--- src/rtl/bst_pkg.sv ---
package bst_pkg;

  typedef enum logic [2:0] {
    ST_IDLE = 3'd0,
    ST_RUN  = 3'd1,
    ST_GAP  = 3'd2,
    ST_DONE = 3'd3,
    ST_FREE = 3'd4
  } bst_state_e;

endpackage

--- src/rtl/bst_rst_sync.sv ---
module bst_rst_sync (
  input  logic clk,
  input  logic rst_n,
  output logic rst_ni
);

  logic meta_q;
  logic sync_q;

  always_ff @(posedge clk or negedge rst_n) begin
    if (!rst_n) begin
      meta_q <= 1'b0;
      sync_q <= 1'b0;
    end else begin
      meta_q <= 1'b1;
      sync_q <= meta_q;
    end
  end

  assign rst_ni = sync_q;

endmodule

--- src/rtl/bst_tick_div.sv ---
module bst_tick_div #(
  parameter int unsigned DIV = 125
) (
  input  logic clk,
  input  logic rst_ni,
  input  logic en_i,
  output logic tick_o
);

  localparam int unsigned TW = (DIV > 1) ? $clog2(DIV) : 1;
  localparam logic [TW-1:0] LAST = TW'(DIV - 1);

  logic [TW-1:0] cnt_q;
  logic [TW-1:0] cnt_d;

  assign tick_o = en_i && (cnt_q == LAST);

  always_comb begin
    if (!en_i || tick_o) cnt_d = '0;
    else                 cnt_d = cnt_q + 1'b1;
  end

  always_ff @(posedge clk or negedge rst_ni) begin
    if (!rst_ni) cnt_q <= '0;
    else         cnt_q <= cnt_d;
  end

endmodule

--- src/rtl/bst_event_cnt.sv ---
module bst_event_cnt #(
  parameter int unsigned W = 32
) (
  input  logic         clk,
  input  logic         rst_ni,
  input  logic         clr_i,
  input  logic         inc_i,
  input  logic [W-1:0] limit_i,
  output logic         hit_o
);

  logic [W-1:0] cnt_q;
  logic [W-1:0] cnt_d;
  logic         cnt_en;

  // a zero limit never hits: the count runs on without end
  assign hit_o  = inc_i && (limit_i != '0) && (cnt_q == limit_i - 1'b1);
  assign cnt_en = clr_i || inc_i;

  always_comb begin
    if (clr_i || hit_o) cnt_d = '0;
    else                cnt_d = cnt_q + 1'b1;
  end

  always_ff @(posedge clk or negedge rst_ni) begin
    if (!rst_ni)     cnt_q <= '0;
    else if (cnt_en) cnt_q <= cnt_d;
  end


  cnt_bound_chk: assert property (@(posedge clk) disable iff (!rst_ni)
    (limit_i != '0) |-> (cnt_q < limit_i));

endmodule

--- src/rtl/burst_seq.sv ---
module burst_seq
  import bst_pkg::*;
#(
  parameter int unsigned CNT_W    = 32,
  parameter int unsigned TICK_DIV = 125
) (
  input  logic             clk,
  input  logic             rst_n,
  input  logic             trig_i,
  input  logic             period_done_i,
  input  logic [CNT_W-1:0] cfg_cycles_i,
  input  logic [CNT_W-1:0] cfg_bursts_i,
  input  logic [CNT_W-1:0] cfg_delay_i,
  output logic             run_o,
  output logic             done_o
);

  logic             rst_ni;
  bst_state_e       state_q;
  bst_state_e       state_d;
  logic [CNT_W-1:0] cyc_lim_q;
  logic [CNT_W-1:0] bst_lim_q;
  logic [CNT_W-1:0] dly_lim_q;
  logic             accept;
  logic             cyc_hit;
  logic             bst_hit;
  logic             us_tick;
  logic             dly_hit;
  logic             in_run;
  logic             in_gap;

  bst_rst_sync u_rst (
    .clk    (clk),
    .rst_n  (rst_n),
    .rst_ni (rst_ni)
  );

  assign in_run = (state_q == ST_RUN);
  assign in_gap = (state_q == ST_GAP);
  assign accept = trig_i && ((state_q == ST_IDLE) || (state_q == ST_DONE));

  // periods within the current burst
  bst_event_cnt #(.W(CNT_W)) u_cyc (
    .clk     (clk),
    .rst_ni  (rst_ni),
    .clr_i   (!in_run),
    .inc_i   (in_run && period_done_i),
    .limit_i (cyc_lim_q),
    .hit_o   (cyc_hit)
  );

  // bursts within the sequence
  bst_event_cnt #(.W(CNT_W)) u_bst (
    .clk     (clk),
    .rst_ni  (rst_ni),
    .clr_i   (accept),
    .inc_i   (cyc_hit),
    .limit_i (bst_lim_q),
    .hit_o   (bst_hit)
  );

  bst_tick_div #(.DIV(TICK_DIV)) u_tick (
    .clk    (clk),
    .rst_ni (rst_ni),
    .en_i   (in_gap),
    .tick_o (us_tick)
  );

  // microseconds within the gap
  bst_event_cnt #(.W(CNT_W)) u_dly (
    .clk     (clk),
    .rst_ni  (rst_ni),
    .clr_i   (!in_gap),
    .inc_i   (us_tick),
    .limit_i (dly_lim_q),
    .hit_o   (dly_hit)
  );

  always_comb begin
    state_d = state_q;
    unique case (state_q)
      ST_IDLE, ST_DONE: begin
        if (accept) state_d = (cfg_bursts_i == '0) ? ST_FREE : ST_RUN;
      end
      ST_RUN: begin
        if (cyc_hit) begin
          if (bst_hit)                state_d = ST_DONE;
          else if (dly_lim_q == '0)   state_d = ST_RUN;
          else                        state_d = ST_GAP;
        end
      end
      ST_GAP: begin
        if (dly_hit) state_d = ST_RUN;
      end
      ST_FREE: state_d = ST_FREE;
      default: state_d = ST_IDLE;
    endcase
  end

  always_ff @(posedge clk or negedge rst_ni) begin
    if (!rst_ni) state_q <= ST_IDLE;
    else         state_q <= state_d;
  end

  always_ff @(posedge clk or negedge rst_ni) begin
    if (!rst_ni) begin
      cyc_lim_q <= '0;
      bst_lim_q <= '0;
      dly_lim_q <= '0;
    end else if (accept) begin
      cyc_lim_q <= cfg_cycles_i;
      bst_lim_q <= cfg_bursts_i;
      dly_lim_q <= cfg_delay_i;
    end
  end

  assign run_o  = in_run || (state_q == ST_FREE);
  assign done_o = (state_q == ST_DONE);


  run_start_chk: assert property (@(posedge clk) disable iff (!rst_ni)
    $rose(run_o) |-> ($past(trig_i) || $past(state_q == ST_GAP)));


  done_rise_chk: assert property (@(posedge clk) disable iff (!rst_ni)
    $rose(done_o) |-> $past(period_done_i));


  done_hold_chk: assert property (@(posedge clk) disable iff (!rst_ni)
    (done_o && !trig_i) |=> done_o);


  cfg_freeze_chk: assert property (@(posedge clk) disable iff (!rst_ni)
    (state_q != ST_IDLE && state_q != ST_DONE)
      |=> ($stable(cyc_lim_q) && $stable(bst_lim_q) && $stable(dly_lim_q)));


  free_sticky_chk: assert property (@(posedge clk) disable iff (!rst_ni)
    (state_q == ST_FREE) |=> (run_o && !done_o));

endmodule

--- config.mk ---
export PLATFORM = sky130hd
export DESIGN_NAME = burst_seq
export DESIGN_NICKNAME = d
export VERILOG_FILES = /design/src/rtl/bst_pkg.sv /design/src/rtl/bst_rst_sync.sv /design/src/rtl/bst_tick_div.sv /design/src/rtl/bst_event_cnt.sv /design/src/rtl/burst_seq.sv
export SDC_FILE = /design/constraint.sdc
export NUM_CORES = 1
export LEC_CHECK = 0
export ABC_AREA = 1
export BUFFER_PORTS_ARGS = -buffer_cell sky130_fd_sc_hd__buf_2
export CAP_MARGIN = 20
export CORE_MARGIN = 5
export CORE_UTILIZATION = 40
export CTS_CLUSTER_SIZE = 10
export DETAILED_ROUTE_END_ITERATION = 16
export PLACE_DENSITY = 0.67
export SLEW_MARGIN = 0
export SYNTH_ARGS = -nofsm -noshare
export SYNTH_HDL_FRONTEND = slang
export SYNTH_SLANG_ARGS = --single-unit
--- constraint.sdc ---
create_clock -name clk -period 13.7 [get_ports clk]
set_clock_uncertainty 0.15 [all_clocks]
set_input_delay 1.37 -clock clk [delete_from_list [all_inputs] [get_ports clk]]
set_output_delay 1.37 -clock clk [all_outputs]
set_load 0.01 [all_outputs]
Word level (Yosys, flattened, before mapping)
Index checks and enable logic that the tools add are counted.

storage, ports and cells
  bits in registers = 204
  bits of input ports = 100
  output and inout port bits = 2

cells by class
  add/subtract/negate cells = 7
  eq/ne operators = 11
  mux-type cells = 11
  reduce and logical (&&, ||, !) cells = 27

operator list
  operator                 number
  $add A32 B1 Y32 const B  3
  $eq A32 B32 Y1           3
  $mux W32                 3
  $reduce_bool A32 Y1      3
  $sub A32 B1 Y32 const B  3
  $logic_not A32 Y1        2
  $mux W3                  4
  $pmux W3 S4              1
  $logic_and A1 B1 Y1      9
  $logic_or A1 B1 Y1       8
  $add A7 B1 Y7 const B    1
  $eq A7 B7 Y1 const B     1
  $mux W7                  1
  $eq A3 B2 Y1 const B     2
  $ne A2 B1 Y1 const B     3
  $mux W2                  2
  $eq A3 B1 Y1 const B     1
  $eq A3 B3 Y1 const B     1
  $logic_not A3 Y1         1
  $reduce_and A3 Y1        1
  $logic_not A1 Y1         2
  $reduce_or A2 Y1         1

Depth between registers and ports, before layout
Gate-level depths: netlist (run 1).

  depth in word-level cells = 9
  depth in mapped cells = 20
  gate-level depth less buffers = 20

Cells and area by module
A second synthesis (run 1) with hierarchy kept.

second synthesis, totals
  cell total of the unflattened synthesis = 2271
  area total of the unflattened synthesis = 15227.1 µm²

by module, submodules not included
  module                     instances  cells an instance  area an instance (µm²)
  bst_event_cnt (u_bst ...)  2          577                3574.7
  burst_seq                  1          502                4150.2
  bst_event_cnt (u_dly)      1          568                3514.6
  bst_tick_div               1          44                 359.1
  bst_rst_sync               1          3                  53.8

Worst setup path after synthesis (run 1)
OpenSTA, ideal clock, no wires.

  path kind = input to register
  start point = input period_done_i
  end point = register u_cyc.cnt_q[29]
  arrival = 2.786 ns
  data required time = 13.429 ns
  path slack = 10.642 ns
  stages = 14
  path buffers = 0
  path through = inv_1 -> nand2_2 -> nand2_1 -> nor2_1 -> inv_1 -> nor2_1 -> inv_1 -> nor4_2 -> nand2_1 -> nor2_1 -> nand3_1 -> nor2_1 -> xor2_1 -> nor2_1

on the way
  cells in the longest elaborated chain, start to end = 5
  elaborated cells on any way between the ends = 6
  classes of those cells = mux (1); reduce/logical (5)

ends and longest elaborated chain
  what                              line                 source
  start: declaration                burst_seq.sv:10      input logic period_done_i,
  $logic_and A1 B1 Y1 *             burst_seq.sv:47      .inc_i (in_run && period_done_i),
  $logic_and A1 B1 Y1 (2 in a row)  bst_event_cnt.sv:17  assign hit_o = inc_i && (limit_i != '0) && (cnt_q == limit_i - 1'b1);
  $logic_or A1 B1 Y1                bst_event_cnt.sv:21  if (clr_i || hit_o) cnt_d = '0;
  $mux W32                          bst_event_cnt.sv:21
  end signal: assignment            bst_event_cnt.sv:27  else if (cnt_en) cnt_q <= cnt_d;
  end: declaration                  bst_event_cnt.sv:12  logic [W-1:0] cnt_q;

Mark *: on every way between the ends. The rest lies on a longest branch, timed or not.
A chain may end at the register's enable or synchronous reset.

Final worst setup path (run 1)
  start point = register bst_lim_q[0]
  end point = register u_bst.cnt_q[29]

on the way
  cells in the longest elaborated chain, start to end = 5
  elaborated cells on any way between the ends = 7
  classes of those cells = add/sub (1); eq/ne (1); mux (1); reduce/logical (4)

ends and longest elaborated chain
  what                                                           line                 source
  start: declaration                                             burst_seq.sv:22      logic [CNT_W-1:0] bst_lim_q;
  start signal: assignment                                       burst_seq.sv:112     bst_lim_q <= cfg_bursts_i;
  $sub A32 B1 Y32 / $reduce_bool A32 Y1 (equally long branches)  bst_event_cnt.sv:17
  $eq A32 B32 Y1 / $logic_and A1 B1 Y1 (equally long branches)   bst_event_cnt.sv:17
  $logic_and A1 B1 Y1 *                                          bst_event_cnt.sv:17
  $logic_or A1 B1 Y1 *                                           bst_event_cnt.sv:21
  $mux W32 *                                                     bst_event_cnt.sv:21
  end signal: assignment                                         bst_event_cnt.sv:27
  end: declaration                                               bst_event_cnt.sv:12

Marks and branches as above.

==> results of run 1 <==
==> placed cells by master (no fill, tap or decap), drive strengths merged, types with 5 or more instances in the layout <==
cell type | Yosys | final
a21oi | 18 | 18
buf | 14 | 107
clkbuf | 30 | 34
dfrtp | 204 | 204
ha | 10 | 10
inv | 237 | 237
nand2 | 708 | 708
nand3 | 151 | 151
nand3b | 14 | 14
nand4 | 59 | 59
nor2 | 326 | 326
nor3 | 57 | 57
nor3b | 10 | 10
nor4 | 11 | 11
o21ai | 98 | 98
o21bai | 5 | 5
or2 | 11 | 11
xnor2 | 39 | 39
xor2 | 100 | 100
==> per-stage QoR <==
stage / utilization / cells
floorplan: - / 2127
global placement: 0.4289 / 2650
detailed placement: 0.4289 / 2650
CTS: 0.4513 / 2688
global route: 0.4520 / 2689
finish: 0.4520 / 2689
==> worst max-delay path: cells and delay by family (launching register included) <==
kind,cells,cell delay (ps)
AND/OR/NAND/NOR,8,1560
adder cells (fa/ha/maj),1,220
buffers and inverters,2,200
AO/OA/AOI/OAI,3,1110
flip-flops,1,380
==> state kept, by name (all words and copies together) (netlist names) <==
signal / flops
u_bst.cnt_q: 32
u_cyc.cnt_q: 32
cyc_lim_q: 32
u_rst.meta_q: 1
u_tick.cnt_q: 7
u_rst.rst_ni: 1
state_q: 3
u_dly.cnt_q: 32
bst_lim_q: 32
dly_lim_q: 32
==> layer usage <==
metal	global-route usage	routed length, µm
met1	0.3095	20240
met5	0	0
met2	0.3190	17610
met4	0.05876	1185
met3	0.02879	2299
==> where the power goes <==
| part | internal (µW) | switching [µW] |
|---|---|---|
| registers | 750 | 210 |
| clock network | 387 | 260 |
| logic | 402 | 819 |
==> area by class of cell <==
type | instances | area share
multi-input cells | 1641 | 0.5018
flip-flops and latches | 204 | 0.3201
clock buffers | 34 | 0.04578
well taps | 461 | 0.03614
clock inverters | 4 | 0.003763
inverters | 238 | 0.05597
repair buffers | 107 | 0.03653
==> cells by family after synthesis <==
| family | Yosys count |
|---|---|
| AOI/OAI and AO/OA | 138 |
| and+or+nand+nor | 1350 |
| xor gates and xnor gates | 142 |
| other | 1 |
| buffers and inverters | 282 |
| adders and majority gates | 10 |
| DFF | 204 |
==> path summary, 6_finish.rpt <==
check	depth (start not counted)	slack (ps)	endpoint	startpoint
worst max-delay path	14	10010	u_bst.cnt_q[29]	bst_lim_q[0]
worst min-delay path	0	140	dly_lim_q[5]	u_rst.rst_ni
worst max register to register	14	10010	u_bst.cnt_q[29]	bst_lim_q[0]
worst min register to register	0	140	dly_lim_q[5]	u_rst.rst_ni
max in group asynchronous	1	11970	cyc_lim_q[7]	u_rst.rst_ni
min in group clk	0	200	u_rst.rst_ni	u_rst.meta_q
==> impl_metrics.toml, run 1 <==
[logic_synthesis]
share_of_synthesized_cell_area_in_and_or_nand_and_nor_gates = 0.4097
mappedNetlistArea_um2 = 14230
synth_xor_xnor_area_share = 0.09031
synth_compound_area_frac = 0.05329
cell_with_the_most_instances_after_synthesis = "sky130_fd_sc_hd__nand2_1"
netlist-cell-type-count = 51
netlist_top_cells_area = "sky130_fd_sc_hd__dfrtp_1 (36%), sky130_fd_sc_hd__nand2_1 (18%), sky130_fd_sc_hd__nor2_1 (8.0%)"
avgSynthCellArea_um2 = 6.690
ys_dominant_reg_cell = "sky130_fd_sc_hd__dfrtp_1"
synth.yosys.warnings = 0
async_flop_share = 1.000
synth_enable_flop_cells = 0
synth_mux_area_frac = 0
post_synth_fa_ha_maj_area_fraction = 0.008794
synthDominantAreaCellType = "sky130_fd_sc_hd__dfrtp_1"
netlist_instances = 2127
synth_top_area_frac = 0.3588
yosys-top-cells-count = "sky130_fd_sc_hd__nand2_1 (699), sky130_fd_sc_hd__nor2_1 (304), sky130_fd_sc_hd__inv_1 (235)"
synth_top_family_by_area = "simple AND/OR/NAND/NOR gates"
syn_nets = 2237
ys_seq_elements = 204
synth.yosys.seq_area_share = 0.3588

[routing]
finalWirelength_mm = 41.34
viasPerCell = 5.070
drt_first_pass_iters = 5
antenna_violating_nets_post_route = 0
wl_per_cell_um = 15.37
first_iter_violations = 1154
remaining_design_rule_violation_count = 0
vias = 13630

[power]
p_leak_uw = 0.007744
post-layout-total-power_uw = 2828
maximum_vdd_drop_uv = 141.4
pwr_density_cell_nw_per_um2 = 177.2

[floorplanning]
core_um2 = 35310
ios = 102
die_w_um = 198.6
die_height_um = 198.6
fp-row-count = 69
floorplan.die_area_um2 = 39440
floorplan.initialDensity = 0.4030

[critical_path]
worstPathCellList = "inv_1 -> ha_1 -> nand2_1 -> nor2_1 -> nand2_1 -> o21ai_1 -> nand3b_1 -> nand2_1 -> inv_1 -> nand2_1 -> nor2_1 -> a31oi_4 -> o21ai_0 -> nand2_1"
critical_path.max_stage_delay_ps = 700
arrival_ps = 4010
worstSetupPathType = "flip-flop to flip-flop"
crit_path_frequent_cell = "sky130_fd_sc_hd__nand2_1"
critical-path-slowest-cell = "sky130_fd_sc_hd__nor2_1"
crit_path_start_kind = "flip-flop"
critical_path.endpoint_type = "flip-flop"
critical_path.max_fanout = 24
worst-endpoint-required_ps = 14020

[layout]
flow.area_growth_from_synthesis_pct = 12.18
num_antenna_cells = 0
sequential_cell_area_um2 = 5109
layout.cell_area.non_filler_um2 = 15960
final_nets = 2328
multiInputGateArea_um2 = 8009
final_layout_size_suffix_gt1_frac = 0.08932
fillCellCount = 3639

[clocking]
worst_skew_pair.late_latency_ps = 550
cts_made_buffers = 26
ctsHtreeMaxLevel = 1
cts-resized-gates = 0
tritoncts = "built"
cts_setup_buffers = 0
clk_pin_slew_ps = 50
cts-hold-fix-buffers = 0
clock_tree.buffer_depth = 3
clk_root_buffer_cell = "sky130_fd_sc_hd__clkbuf_16"
clock_sink_count = 204

[global_routing]
overall_fraction_of_global_route_tracks_in_use = 0.2085
grt-ovfl-total = 0
grt_antenna_before_repair = 0
grt_max_degree = 171
grt_pass1_wl_mm = 67.48
vias_in_the_first_global_route = 13180

[flow_run]
max_cap_viol_count = 0

[timing]
timing.slew.headroom = 0.3439
finalSetupViolations = 0
rsz0062_at_grt = "false"
setup-tns-final_ps = 0
postLayoutSetupSlackWorst_ps = 10010
finalHoldWorstSlack_ps = 136.5
worst-slew-pin-transition_ps = 984.1
post-route-period-util = 0.2695
hold_violations = 0
maxSlewViolCount = 0
max_clock_freq_mhz = 270.9
min_period_ps = 3692

[placement]
dp.final_hpwl_mm = 32.23
place_congestion = 0.9481
pre_cts_slack_ps = 9949
port_buffers = 101
place_area_um2 = 15140

[hold_path]
hold_path.class = "flip-flop to asynchronous set/reset pin"

[status]
status = "finished clean"
Power figures use the tool's default switching activity.
==> inputs of run 2 (changes only) <==
--- a/config.mk
+++ b/config.mk
@@ -5,14 +5,14 @@
 export SDC_FILE = /design/constraint.sdc
 export NUM_CORES = 1
 export LEC_CHECK = 0
-export ABC_AREA = 1
+export ABC_AREA = 0
 export BUFFER_PORTS_ARGS = -buffer_cell sky130_fd_sc_hd__buf_2
 export CAP_MARGIN = 20
 export CORE_MARGIN = 5
 export CORE_UTILIZATION = 40
 export CTS_CLUSTER_SIZE = 10
 export DETAILED_ROUTE_END_ITERATION = 16
-export PLACE_DENSITY = 0.67
+export PLACE_DENSITY = 0.69
 export SLEW_MARGIN = 0
 export SYNTH_ARGS = -nofsm -noshare
 export SYNTH_HDL_FRONTEND = slang
==> constraint.sdc (replaced) <==
create_clock -name clk -period 3.19 [get_ports clk]
set_clock_uncertainty 0.15 [all_clocks]
set_input_delay 0.319 -clock clk [delete_from_list [all_inputs] [get_ports clk]]
set_output_delay 0.319 -clock clk [all_outputs]
set_load 0.01 [all_outputs]
==> impl_metrics.toml, run 2 <==
[logic_synthesis]
async_flop_share = 1.000
cell_with_the_most_instances_after_synthesis = "sky130_fd_sc_hd__nand2_1"
netlist_instances = 1557
netlist_top_cells_area = "sky130_fd_sc_hd__dfrtp_1 (40%), sky130_fd_sc_hd__nand2_1 (10%), sky130_fd_sc_hd__xnor2_1 (6.9%)"
synth_enable_flop_cells = 0
synth.yosys.warnings = 0
mappedNetlistArea_um2 = 12810
yosys-top-cells-count = "sky130_fd_sc_hd__nand2_1 (340), sky130_fd_sc_hd__dfrtp_1 (204), sky130_fd_sc_hd__nor2_1 (150)"
syn_nets = 1667
ys_seq_elements = 204
ys_dominant_reg_cell = "sky130_fd_sc_hd__dfrtp_1"
synth.yosys.seq_area_share = 0.3985
avgSynthCellArea_um2 = 8.228
synth_top_area_frac = 0.3985
synthDominantAreaCellType = "sky130_fd_sc_hd__dfrtp_1"
netlist-cell-type-count = 79

[floorplanning]
die_height_um = 189.0
core_um2 = 31560
floorplan.initialDensity = 0.4060
fp-row-count = 65
floorplan.die_area_um2 = 35710
die_w_um = 189.0
ios = 102

[routing]
antenna_violating_nets_post_route = 0
drt_first_pass_iters = 5
finalWirelength_mm = 41.02
wl_per_cell_um = 17.40
first_iter_violations = 870
remaining_design_rule_violation_count = 0
vias = 12990
viasPerCell = 5.510

[clocking]
clk_root_buffer_cell = "sky130_fd_sc_hd__clkbuf_16"
clk_pin_slew_ps = 50
clock_sink_count = 204
ctsHtreeMaxLevel = 1
clock_tree.buffer_depth = 3
worst_skew_pair.late_latency_ps = 530
tritoncts = "built"
cts_made_buffers = 26

[global_routing]
grt_pass1_wl_mm = 66.79
grt_max_degree = 76
grt_antenna_before_repair = 2
vias_in_the_first_global_route = 13200
grt-ovfl-total = 0
overall_fraction_of_global_route_tracks_in_use = 0.2228

[critical_path]
arrival_ps = 4090
worst-endpoint-required_ps = 3500
critical_path.endpoint_type = "flip-flop"
critical_path.max_fanout = 6
crit_path_start_kind = "flip-flop"
worstSetupPathType = "flip-flop to flip-flop"

[timing]
timing.slew.headroom = 0.4798
post-route-period-util = 1.183
max_clock_freq_mhz = 264.9
worst-slew-pin-transition_ps = 778.7
maxSlewViolCount = 0
rsz0062_at_grt = "true"
setup-tns-final_ps = -36100
postLayoutSetupSlackWorst_ps = -584.4
min_period_ps = 3774
hold_violations = 0
finalSetupViolations = 98

[layout]
sequential_cell_area_um2 = 5109
commonest_non_fill_non_tap_cells_in_the_layout = "sky130_fd_sc_hd__nand2_1 (337), sky130_fd_sc_hd__dfrtp_1 (203), sky130_fd_sc_hd__buf_4 (199)"
num_antenna_cells = 0
final_nets = 2054
finish.utilization = 0.5765
multiInputGateArea_um2 = 8003
post_layout_nonfiller_instances = 2357
fillCellCount = 2672
final_layout_size_suffix_gt1_frac = 0.2726
flow.area_growth_from_synthesis_pct = 42.01
most_common_cell_after_layout_fill_and_taps_aside = "sky130_fd_sc_hd__nand2_1"

[placement]
pre_cts_slack_ps = -691.8
place_congestion = 0.9095
port_buffers = 101
dp.cells = 2182
dp.final_hpwl_mm = 27.57

[power]
p_leak_uw = 0.008256
total_switching_power_uw = 1358
power_frac_seq = 0.453
internal-power_uw = 4593
power_share_of_the_combinational_group = 0.084
power.switching_fraction = 0.2282
share_clk_of_total_power = 0.463
pwr_density_cell_nw_per_um2 = 327.1
maximum_vdd_drop_uv = 404.2

[status]
violations = "setup timing"
status = "finished, violations left"

[flow_run]
max_cap_viol_count = 0

[hold_path]
hold_path.class = "input port to flip-flop"
-- run 2: cell types whose count changed after synthesis, sizes merged, moves of 61 or more --
| cell | delta |
|---|---|
| inv | -195 |
| o21ai | -61 |
| nand2 | -368 |
| nor2 | -176 |
| xnor2 | +62 |
| nand3 | -95 |
-- run 2: what timing repair did --
item                                   in CTS  in global routing
hold buffers                               99                  0
cloned                                     14                  1
endpoints found under the hold margin      99                  0
buffers inserted                           26                  6
resized for setup                         105                 90
pin swaps                                  35                 52
setup endpoints to repair                  98                 98
-- run 2: through the flow --
stage	hold slack, ps	cell area, µm²	power (µW)
finish	42.91	18190	5951
global route	46.82	18190	6180
CTS	22.15	18000	5968
detailed placement	-37.79	15250	3062
global placement	-39.09	15250	3052
floorplan	-126.6	13110	2924
-- run 2: cell type report --
cell class              count  area share
flip-flops and latches    204      0.2808
repair buffers            437      0.2002
multi-input cells        1233      0.4399
clock inverters             6    0.004402
clock buffers              33     0.03838
inverters                  42    0.008666
well taps                 402     0.02765
-- run 2: kinds of logic (layout without fill, tap and decap cells) --
family | count (synthesis) | count (layout) | share of synthesized area
AND/OR/NAND/NOR | 826 | 827 | 0.3101
XOR/XNOR | 193 | 193 | 0.1319
AO/OA/AOI/OAI | 197 | 197 | 0.1058
other | 1 | 1 | 0.0002927
flip-flops | 204 | 204 | 0.3985
multiplexers | 5 | 5 | 0.004102
adder cells (fa/ha/maj) | 10 | 10 | 0.009767
buffers and inverters | 121 | 518 | 0.03955
-- run 2: power groups by stage --
stage / Combinational (µW) / Clock (µW) / Sequential (µW)
final: 499 / 2750 / 2700
after global routing: 549 / 2930 / 2700
after CTS: 452 / 2820 / 2690
after detailed placement: 323 / 0 / 2740
after global placement: 316 / 0 / 2740
after floorplan: 183 / 0 / 2740
-- run 2: worst max-delay path, stage by stage (launching register included) --
cell and delay, ps:
sky130_fd_sc_hd__dfrtp_1 380, sky130_fd_sc_hd__or4_4 570, sky130_fd_sc_hd__or4_4 550, sky130_fd_sc_hd__or3b_1 360, sky130_fd_sc_hd__a211o_1 270, sky130_fd_sc_hd__and3_4 150
sky130_fd_sc_hd__a2111o_1 360, sky130_fd_sc_hd__a211oi_4 240, sky130_fd_sc_hd__buf_6 170, sky130_fd_sc_hd__buf_6 130, sky130_fd_sc_hd__buf_12 120, sky130_fd_sc_hd__buf_16 120
sky130_fd_sc_hd__a221oi_2 60, sky130_fd_sc_hd__nor2_1 110
-- run 2: worst paths after layout --
| kind | startpoint | endpoint | slack [ps] | depth (start not counted) |
|---|---|---|---|---|
| setup / recovery | cyc_lim_q[10] | u_bst.cnt_q[27] | -580 | 13 |
| hold / removal | period_done_i | u_cyc.cnt_q[1] | 40 | 3 |
| setup reg to reg | cyc_lim_q[10] | u_bst.cnt_q[27] | -580 | 13 |
| hold reg to reg | u_rst.rst_ni | dly_lim_q[27] | 160 | 0 |
| max in group asynchronous | u_rst.rst_ni | bst_lim_q[28] | 1870 | 1 |
| min in group asynchronous | u_rst.rst_ni | dly_lim_q[27] | 160 | 0 |
-- run 2: metal layers --
| layer | GRT usage | up-vias | wire length (µm) |
|---|---|---|---|
| li1 | - | 6171 | - |
| met1 | 0.2974 | 6364 | 17870 |
| met2 | 0.3814 | 375 | 19890 |
| met3 | 0.02839 | 73 | 2130 |
| met4 | 0.06390 | 4 | 1103 |
| met5 | 0 | - | 21 |
==> inputs of run 3 (changes only) <==
--- a/config.mk
+++ b/config.mk
@@ -8,11 +8,13 @@
 export ABC_AREA = 0
 export BUFFER_PORTS_ARGS = -buffer_cell sky130_fd_sc_hd__buf_2
 export CAP_MARGIN = 20
+export CELL_PAD_IN_SITES_DETAIL_PLACEMENT = 0
+export CELL_PAD_IN_SITES_GLOBAL_PLACEMENT = 1
 export CORE_MARGIN = 5
 export CORE_UTILIZATION = 40
 export CTS_CLUSTER_SIZE = 10
 export DETAILED_ROUTE_END_ITERATION = 16
-export PLACE_DENSITY = 0.69
+export PLACE_DENSITY = 0.85
 export SLEW_MARGIN = 0
 export SYNTH_ARGS = -nofsm -noshare
 export SYNTH_HDL_FRONTEND = slang
==> impl_metrics.toml, run 3 (synthesis results as in run 2) <==
[global_routing]
grt-ovfl-total = 0
grt_antenna_before_repair = 1
grt_pass1_wl_mm = 64.77
grt_max_degree = 65
overall_fraction_of_global_route_tracks_in_use = 0.2160
vias_in_the_first_global_route = 12730

[placement]
dp.final_hpwl_mm = 27.51
place_congestion = 0.8821
port_buffers = 101

[hold_path]
hold_path.class = "flip-flop to asynchronous set/reset pin"

[clocking]
ctsHtreeMaxLevel = 1
worst_skew_pair.late_latency_ps = 540
clock_sink_count = 204
cts_made_buffers = 27
clk_root_buffer_cell = "sky130_fd_sc_hd__clkbuf_16"
tritoncts = "built"
clk_pin_slew_ps = 50
clock_tree.buffer_depth = 3

[layout]
commonest_non_fill_non_tap_cells_in_the_layout = "sky130_fd_sc_hd__nand2_1 (339), sky130_fd_sc_hd__dfrtp_1 (203), sky130_fd_sc_hd__buf_4 (203)"
finish.utilization = 0.5679
most_common_cell_after_layout_fill_and_taps_aside = "sky130_fd_sc_hd__nand2_1"
fillCellCount = 2859
final_layout_size_suffix_gt1_frac = 0.2573
flow.area_growth_from_synthesis_pct = 39.89
final_nets = 2049

[routing]
vias = 12720
remaining_design_rule_violation_count = 0
finalWirelength_mm = 39.61
wl_per_cell_um = 16.83
viasPerCell = 5.405
drt_first_pass_iters = 5
first_iter_violations = 805
antenna_violating_nets_post_route = 0

[floorplanning]
floorplan.initialDensity = 0.4060
ios = 102
fp-row-count = 65
core_um2 = 31560
floorplan.die_area_um2 = 35710
die_w_um = 189.0
die_height_um = 189.0

[flow_run]
max_cap_viol_count = 0

[timing]
hold_violations = 0
maxSlewViolCount = 0
postLayoutSetupSlackWorst_ps = -583.8
timing.slew.headroom = 0.5037
worst-slew-pin-transition_ps = 744.4
setup-tns-final_ps = -45150
post-route-period-util = 1.183
rsz0062_at_grt = "true"
finalSetupViolations = 98
min_period_ps = 3774
max_clock_freq_mhz = 265.0

[critical_path]
crit_path_start_kind = "flip-flop"
worst-endpoint-required_ps = 3500
worstSetupPathType = "flip-flop to flip-flop"
critical_path.max_fanout = 8
arrival_ps = 4090
critical_path.endpoint_type = "flip-flop"

[power]
p_leak_uw = 0.008160
maximum_vdd_drop_uv = 325.4
post-layout-total-power_uw = 6011
pwr_density_cell_nw_per_um2 = 335.4

[status]
violations = "setup timing"
status = "finished, violations left"
run 3: final timing paths:
path | depth (start not counted) | end | slack, ps | start
worst max register to register | 11 | u_bst.cnt_q[13] | -580 | cyc_lim_q[5]
worst min-delay path | 0 | dly_lim_q[23] | 200 | u_rst.rst_ni
worst min register to register | 0 | dly_lim_q[23] | 200 | u_rst.rst_ni
min in group clk | 0 | u_rst.rst_ni | 200 | u_rst.meta_q
worst max-delay path | 11 | u_bst.cnt_q[13] | -580 | cyc_lim_q[5]
max in group asynchronous | 1 | dly_lim_q[1] | 1860 | u_rst.rst_ni
run 3: repair_timing:
action | 4_1_cts | 5_1_grt
pin swaps | 23 | 40
setup endpoints to repair | 98 | 98
buffers inserted | 11 | 13
cloned | 7 | 2
resized for setup | 66 | 90
hold endpoints to repair | 100 | 0
hold buffers | 100 | 0
run 3: stage by stage:
step           cells  instance area [µm²]  setup WS [ps]  hold WS (ps)
3_3_place_gp    2187                15320         -642.6        -43.74
4_1_cts         2346                17590         -527.4         206.1
6_report        2354                17920         -583.8         202.5
3_5_place_dp    2187                15320         -684.4        -42.53
2_1_floorplan   1557                13110         -551.8        -126.6
5_1_grt         2354                17920         -668.3         215.8
run 3: power by group:
part	switching (µW)	total, µW	internal [µW]
registers	72.9	2700	2630
clock network	1120	2830	1710
logic	200	478	278
total	1390	6010	4620
run 3: layout make-up:
cell class / count / area [µm²] / area share
inverters: 42 / 157.7 / 0.008797
clock inverters: 9 / 102.6 / 0.005725
repair buffers: 431 / 3487 / 0.1946
flip-flops and latches: 204 / 5109 / 0.2851
diodes: 1 / 2.502 / 0.0001396
well taps: 402 / 503.0 / 0.02807
clock buffers: 32 / 704.4 / 0.03931
multi-input cells: 1233 / 7855 / 0.4383
run 3: routing by layer:
metal / vias to the layer above / global-route usage / part of all wire
met4: 0 / 0.05858 / 0.028
met1: 6188 / 0.2956 / 0.45
met2: 316 / 0.3670 / 0.48
li1: 6157 / - / -
met3: 62 / 0.02212 / 0.042
met5: - / 0 / 0
run 3: worst max-delay path, cell delays in order (launching register included):
cell and delay (ps):
sky130_fd_sc_hd__dfrtp_1 380, sky130_fd_sc_hd__or4_4 570, sky130_fd_sc_hd__or4_4 570, sky130_fd_sc_hd__or3b_1 370, sky130_fd_sc_hd__a211o_1 260, sky130_fd_sc_hd__and3_4 150, sky130_fd_sc_hd__a2111o_1 380, sky130_fd_sc_hd__a211oi_4 230
sky130_fd_sc_hd__buf_4 170, sky130_fd_sc_hd__clkbuf_16 150, sky130_fd_sc_hd__or2b_1 220, sky130_fd_sc_hd__a31oi_1 120
